$ cat config.mk
export PLATFORM = sky130hd
export DESIGN_NAME = age_issue_queue
export DESIGN_NICKNAME = d
export VERILOG_FILES = /design/src/rtl/aiq_pkg.sv /design/src/rtl/aiq_store.sv /design/src/rtl/aiq_pick.sv /design/src/rtl/age_issue_queue.sv
export SDC_FILE = /design/constraint.sdc
export NUM_CORES = 1
export LEC_CHECK = 0
export CORE_ASPECT_RATIO = 0.7
export CORE_MARGIN = 2
export CORE_UTILIZATION = 40
export CTS_BUF_LIST = sky130_fd_sc_hd__clkbuf_8
export CTS_CLUSTER_SIZE = 40
export DETAILED_ROUTE_END_ITERATION = 7
export PLACE_DENSITY = 0.59
export SETUP_SLACK_MARGIN = 0.2
export SLEW_MARGIN = 20
export SYNTH_ARGS = -nofsm -noshare
export SYNTH_HDL_FRONTEND = slang
export SYNTH_SLANG_ARGS = --single-unit
$ cat constraint.sdc
create_clock -name clk -period 3.4 [get_ports clk]
set_input_delay 1.02 -clock clk [delete_from_list [all_inputs] [get_ports clk]]
set_output_delay 1.02 -clock clk [all_outputs]
set_load 0.01 [all_outputs]
$ cat src/rtl/aiq_pkg.sv
package aiq_pkg;
  localparam int RS_ENTRIES = 8;

  typedef logic [RS_ENTRIES-1:0] slotVec_t;

  typedef struct packed {
    logic     flush;
    logic     allocEn;
    slotVec_t allocSel;
    logic     issueEn;
    slotVec_t issueSel;
  } rsStrobe_t;
endpackage

$ cat src/rtl/aiq_store.sv
module aiq_store
  import aiq_pkg::*;
#(
  parameter int TAG_W = 6
) (
  input  logic             clk,
  input  logic             rstN,
  input  rsStrobe_t        strobe,
  input  logic [TAG_W-1:0] allocDst,
  input  logic [TAG_W-1:0] allocSrc0,
  input  logic             allocSrc0Rdy,
  input  logic [TAG_W-1:0] allocSrc1,
  input  logic             allocSrc1Rdy,
  input  logic             wakeValid,
  input  logic [TAG_W-1:0] wakeTag,
  input  logic             earlyValid,
  input  logic [TAG_W-1:0] earlyTag,
  output slotVec_t         validVec,
  output slotVec_t         eligVec,
  output slotVec_t         olderMat [RS_ENTRIES],
  output logic [TAG_W-1:0] issueDst,
  output logic [TAG_W-1:0] issueSrc0,
  output logic [TAG_W-1:0] issueSrc1
);
  localparam int N = RS_ENTRIES;

  slotVec_t         validQ;
  slotVec_t         olderQ [N];
  logic [TAG_W-1:0] dstQ   [N];
  logic [TAG_W-1:0] src0Q  [N];
  logic [TAG_W-1:0] src1Q  [N];
  slotVec_t         rdy0Q, rdy1Q, next0Q, next1Q;
  slotVec_t         wake0, wake1, early0, early1;

  wire allocWake0  = wakeValid  && (wakeTag  == allocSrc0);
  wire allocWake1  = wakeValid  && (wakeTag  == allocSrc1);
  wire allocEarly0 = earlyValid && (earlyTag == allocSrc0);
  wire allocEarly1 = earlyValid && (earlyTag == allocSrc1);

  for (genvar e = 0; e < N; e++) begin : g_entry
    assign wake0[e]   = wakeValid  && (src0Q[e] == wakeTag);
    assign wake1[e]   = wakeValid  && (src1Q[e] == wakeTag);
    assign early0[e]  = earlyValid && (src0Q[e] == earlyTag);
    assign early1[e]  = earlyValid && (src1Q[e] == earlyTag);
    assign eligVec[e] = validQ[e] && (rdy0Q[e] || next0Q[e]) && (rdy1Q[e] || next1Q[e]);
    assign olderMat[e] = olderQ[e];
  end

  assign validVec = validQ;

  always_ff @(posedge clk or negedge rstN) begin
    if (!rstN) begin
      validQ <= '0;
      rdy0Q  <= '0;
      rdy1Q  <= '0;
      next0Q <= '0;
      next1Q <= '0;
      for (int e = 0; e < N; e++) begin
        olderQ[e] <= '0;
        dstQ[e]   <= '0;
        src0Q[e]  <= '0;
        src1Q[e]  <= '0;
      end
    end else if (strobe.flush) begin
      validQ <= '0;
      for (int e = 0; e < N; e++) olderQ[e] <= '0;
    end else begin
      for (int e = 0; e < N; e++) begin
        if (strobe.allocEn && strobe.allocSel[e]) begin
          validQ[e] <= 1'b1;
          dstQ[e]   <= allocDst;
          src0Q[e]  <= allocSrc0;
          src1Q[e]  <= allocSrc1;
          rdy0Q[e]  <= allocSrc0Rdy || allocWake0;
          rdy1Q[e]  <= allocSrc1Rdy || allocWake1;
          next0Q[e] <= allocEarly0;
          next1Q[e] <= allocEarly1;
          olderQ[e] <= '0;
        end else if (strobe.issueEn && strobe.issueSel[e]) begin
          validQ[e] <= 1'b0;
          olderQ[e] <= '0;
        end else begin
          rdy0Q[e]  <= rdy0Q[e]  || wake0[e];
          rdy1Q[e]  <= rdy1Q[e]  || wake1[e];
          next0Q[e] <= next0Q[e] || early0[e];
          next1Q[e] <= next1Q[e] || early1[e];
          if (strobe.allocEn && validQ[e]) olderQ[e] <= olderQ[e] | strobe.allocSel;
        end
      end
    end
  end

  always_comb begin
    issueDst  = '0;
    issueSrc0 = '0;
    issueSrc1 = '0;
    for (int e = 0; e < N; e++) begin
      if (strobe.issueSel[e]) begin
        issueDst  = issueDst  | dstQ[e];
        issueSrc0 = issueSrc0 | src0Q[e];
        issueSrc1 = issueSrc1 | src1Q[e];
      end
    end
  end
endmodule

$ cat src/rtl/aiq_pick.sv
module aiq_pick
  import aiq_pkg::*;
(
  input  logic      flush,
  input  logic      allocValid,
  input  slotVec_t  validVec,
  input  slotVec_t  eligVec,
  input  slotVec_t  olderMat [RS_ENTRIES],
  output rsStrobe_t strobe,
  output logic      full,
  output logic      empty
);
  localparam int N = RS_ENTRIES;

  slotVec_t freeSel;
  slotVec_t winVec;

  always_comb begin
    freeSel = '0;
    for (int i = N - 1; i >= 0; i--) begin
      if (!validVec[i]) begin
        freeSel    = '0;
        freeSel[i] = 1'b1;
      end
    end
  end

  for (genvar i = 0; i < N; i++) begin : g_win
    slotVec_t beaten;
    always_comb begin
      for (int j = 0; j < N; j++) beaten[j] = eligVec[j] && olderMat[j][i];
    end
    assign winVec[i] = eligVec[i] && !(|beaten);
  end

  assign full  = &validVec;
  assign empty = ~|validVec;

  always_comb begin
    strobe.flush    = flush;
    strobe.allocEn  = allocValid && !full && !flush;
    strobe.allocSel = freeSel;
    strobe.issueEn  = (|winVec) && !flush;
    strobe.issueSel = winVec;
  end
endmodule

$ cat src/rtl/age_issue_queue.sv
module age_issue_queue
  import aiq_pkg::*;
#(
  parameter int TAG_W = 6
) (
  input  logic             clk,
  input  logic             rstN,
  input  logic             flush,
  input  logic             allocValid,
  input  logic [TAG_W-1:0] allocDst,
  input  logic [TAG_W-1:0] allocSrc0,
  input  logic             allocSrc0Rdy,
  input  logic [TAG_W-1:0] allocSrc1,
  input  logic             allocSrc1Rdy,
  input  logic             wakeValid,
  input  logic [TAG_W-1:0] wakeTag,
  input  logic             earlyValid,
  input  logic [TAG_W-1:0] earlyTag,
  output logic             full,
  output logic             empty,
  output logic             issueValid,
  output logic [TAG_W-1:0] issueDst,
  output logic [TAG_W-1:0] issueSrc0,
  output logic [TAG_W-1:0] issueSrc1
);
  rsStrobe_t strobe;
  slotVec_t  validVec;
  slotVec_t  eligVec;
  slotVec_t  olderMat [RS_ENTRIES];

  aiq_pick u_pick (
    .flush     (flush),
    .allocValid(allocValid),
    .validVec  (validVec),
    .eligVec   (eligVec),
    .olderMat  (olderMat),
    .strobe    (strobe),
    .full      (full),
    .empty     (empty)
  );

  aiq_store #(.TAG_W(TAG_W)) u_store (
    .clk         (clk),
    .rstN        (rstN),
    .strobe      (strobe),
    .allocDst    (allocDst),
    .allocSrc0   (allocSrc0),
    .allocSrc0Rdy(allocSrc0Rdy),
    .allocSrc1   (allocSrc1),
    .allocSrc1Rdy(allocSrc1Rdy),
    .wakeValid   (wakeValid),
    .wakeTag     (wakeTag),
    .earlyValid  (earlyValid),
    .earlyTag    (earlyTag),
    .validVec    (validVec),
    .eligVec     (eligVec),
    .olderMat    (olderMat),
    .issueDst    (issueDst),
    .issueSrc0   (issueSrc0),
    .issueSrc1   (issueSrc1)
  );

  assign issueValid = strobe.issueEn;
endmodule

==> results.yml <==
die:
  rows: 56
  io_pins: 59
  die_y_um: 157.1
  start_util: 0.4031
  die_w_um: 222.7
  coreArea_um2: 33210
  dieArea_um2: 34970
timing:
  drv_slew: 0
  max_slew.worst_pin.slew_ps: 611.8
  relSlewSlack: 0.5884
  setup_viol: 19
  max_freq_ghz: 0.2640
  skew_ps: 30.97
  fin_crit_ps: 3788
  rsz0062_at_grt: "true"
  hold_viol: 0
  setup_ws_ps: -388.2
  fin_crit_sh: 1.114
  worst_hold_slack_ps: 393.1
placed_design:
  placed_area_um2: 15450
  dp_hpwl_mm: 35.29
  gp_congestion: 0.9455
  dp.cells: 2006
  port_buffers: 58
yosys:
  syn-cell-area_um2: 13390
  ys_async_sr_fraction: 1.000
  ys_seq_area_frac: 0.4636
  avgSynthCellArea_um2: 9.070
  synth_cell_type_count: 44
  synth_cells: 1476
  synth_edf_count: 0
  synth_ff_type: "dfrtp_1"
  yosysWarnings: 0
  synth_seq_cells: 248
  synthesis.nets: 1514
worst_setup_path:
  timing_worst_setup_path_type: "register to primary output"
  crit_required_ps: 2380
  cp_max_fo: 5
  startpoint: "u_store.rdy0Q[2]$_DFFE_PN0P_"
  endpoint_kind: "primary output"
  cp.arrival_ps: 2770
  rrSetupSlack_ps: 650
  cp-start-kind: "register"
  r2r_cells: 11
  r2r-start: "u_store.next0Q[6]$_DFFE_PN0P_"
  crit_end: "issueSrc1[1]"
  timing.rr.end: "u_store.next0Q[7]$_DFFE_PN0P_"
clock_tree:
  path_clk_slew_ps: 70
  cts_tree: "done"
  cts_root_buf: "clkbuf_8"
  htreeDepth: 2
  cts_buffers: 42
  clk_latency_ps: 590
  cts_hold_buf: 0
  cts.sinks: 248
  clockBufferDepth: 3
grt:
  grt_pass1_vias: 12276
  grtUsageTotal: 0.3056
  grt_max_degree: 66
  grt-ovfl-total: 0
  grt_pass1_wl_mm: 79.36
  antenna_found_initial: 1
routing:
  wire_per_inst_um: 24.96
  first_iter_violations: 1503
  drc: 0
  via_count: 12347
  vias_per_cell: 5.830
  drt-total-wl_mm: 52.87
  detail-route-antenna-nets: 0
  drt-pass1-iter-count: 6
power_and_ir_drop:
  irDropWorstVdd_uv: 241.3
  power_density_nw_per_um2: 449.1
  p_leak_nw: 8.107
finish:
  design_area_um2: 17770
  area_growth_pct: 32.77
  fin_nets: 1691
  stdcell_count: 2118
  layout-drive-gt1-share: 0.2586
run_status:
  outcome: "finished with violations"
  violations: "setup timing"
flow_run:
  maxCapViolCount: 0
worst_hold_path:
  min_path_type: "input pin to asynchronous set/reset pin"
## worst max-delay path, stage by stage (launching register included)
cell	delay [ps]
dfrtp_1	410
o221a_4	340
a22oi_2	270
nand2_2	120
buf_6	140
buf_8	140
buf_6	130
nor3_4	220
a2111oi_4	60
buf_4	160
nand3_4	80
buf_6	100
## synth_stat cells, types with 2 or more instances
cell type / n / share of area
nor3_2: 3 / 0.0022
and2_1: 9 / 0.0042
buf_1: 6 / 0.0017
o31a_1: 4 / 0.0026
inv_1: 65 / 0.018
nand3_1: 19 / 0.0071
nand4_1: 42 / 0.020
a21oi_1: 29 / 0.011
a2111oi_0: 18 / 0.012
dfrtp_1: 248 / 0.46
buf_2: 46 / 0.017
a22oi_1: 60 / 0.034
o31ai_1: 5 / 0.0028
clkbuf_1: 54 / 0.015
o221ai_2: 4 / 0.0045
a41oi_1: 2 / 0.0013
xnor2_1: 76 / 0.050
or3_4: 2 / 0.0017
nor3_1: 66 / 0.025
or3_1: 6 / 0.0028
a31oi_1: 9 / 0.0042
buf_4: 2 / 0.0011
nand2_1: 274 / 0.077
o221a_2: 8 / 0.0067
buf_6: 4 / 0.0034
or4_1: 4 / 0.0022
o21ai_0: 74 / 0.028
a21o_1: 3 / 0.0017
nor2_1: 104 / 0.029
a31o_2: 2 / 0.0013
nor4_1: 32 / 0.015
o221ai_1: 12 / 0.0079
mux2_2: 34 / 0.029
xor2_1: 140 / 0.092
## sequential cells by signal (all words and copies together), names as in the netlist
| register | flops |
|---|---|
| u_store.dstQ | 48 |
| u_store.next0Q | 8 |
| u_store.next1Q | 8 |
| u_store.olderMat | 64 |
| u_store.rdy0Q | 8 |
| u_store.rdy1Q | 8 |
| u_store.src0Q | 48 |
| u_store.src1Q | 48 |
| u_store.validVec | 8 |
## kinds of logic after synthesis
| logic type | Yosys count | synth area share |
|---|---|---|
| XOR/XNOR | 216 | 0.1413 |
| buffers and inverters | 179 | 0.05739 |
| multiplexers | 34 | 0.02860 |
| AND/OR/NAND/NOR | 567 | 0.1895 |
| AO/OA/AOI/OAI | 232 | 0.1196 |
| flip-flops | 248 | 0.4636 |
## stage by stage
step           TNS (ps)  power (mW)  setup WS [ps]  utilization
2_1_floorplan         0       4.398          558.2            -
3_3_place_gp      -4684       4.987         -443.3       0.4653
3_5_place_dp      -4711       5.026         -388.7       0.4653
4_1_cts           -6099       7.929         -351.3       0.5263
5_1_grt           -7812       8.322         -458.7       0.5351
6_report          -6364       7.983         -388.2       0.5351
## cell type report
type | instances | area (um2)
fillers | 2968 | 15440
multi-input cells | 1049 | 7416
flip-flops and latches | 248 | 6206
repair buffers | 246 | 2517
clock buffers | 53 | 729.5
well taps | 435 | 544.3
inverters | 66 | 247.7
clock inverters | 20 | 110.1
diodes | 1 | 2.502
## worst min-delay path by stage
stage                                                start                               end
after detailed placement  u_store.olderMat[21]$_DFFE_PN0P_  u_store.olderMat[21]$_DFFE_PN0P_
after CTS                                             rstN     u_store.src0Q[40]$_DFFE_PN0P_
after global routing                                  rstN     u_store.src0Q[40]$_DFFE_PN0P_
after floorplan                u_store.dstQ[3]$_DFFE_PN0P_       u_store.dstQ[3]$_DFFE_PN0P_
after global placement         u_store.dstQ[4]$_DFFE_PN0P_       u_store.dstQ[4]$_DFFE_PN0P_
final                                                 rstN     u_store.src0Q[40]$_DFFE_PN0P_
## metal layers
metal  routed length [um]  GRT usage
met5                    0          0
met4                 1591     0.1026
met3                 6587    0.09371
met2                21870     0.4366
met1                22820     0.4380
## what timing repair did
item | in CTS | in global routing
cloned | 3 | 0
gates resized for setup | 274 | 46
setup buffers | 30 | 5
pin swaps | 59 | 22
endpoints found under the hold margin | 0 | 0
setup endpoints to repair | 21 | 21
## where the power goes
part | switching (mW) | leakage, nW | internal (mW)
clock network | 1.31 | 0.486 | 1.47
logic | 0.859 | 4.42 | 0.676
registers | 0.375 | 3.20 | 3.29
## cell usage in the layout, fill, tap and decap left out, types with 8 or more instances in the layout
cell type,Yosys,final
buf_12,0,26
xor2_1,140,140
nor2_1,104,96
nor3_1,66,24
nand4_1,42,42
a31oi_1,9,9
clkbuf_8,0,53
dfrtp_1,248,248
nor3_2,3,15
nor4_1,32,31
clkdlybuf4s50_1,0,36
xnor2_1,76,76
a22oi_1,60,40
nand3_2,0,11
a21oi_1,29,28
nand2_1,274,268
o221a_4,0,8
o221ai_1,12,12
buf_6,4,41
o21ai_0,74,74
buf_4,2,126
and2_1,9,8
mux2_2,34,34
inv_1,65,79
a2111oi_4,0,11
a22oi_2,0,20
nor3_4,0,30
Power figures use the tool's default switching activity.
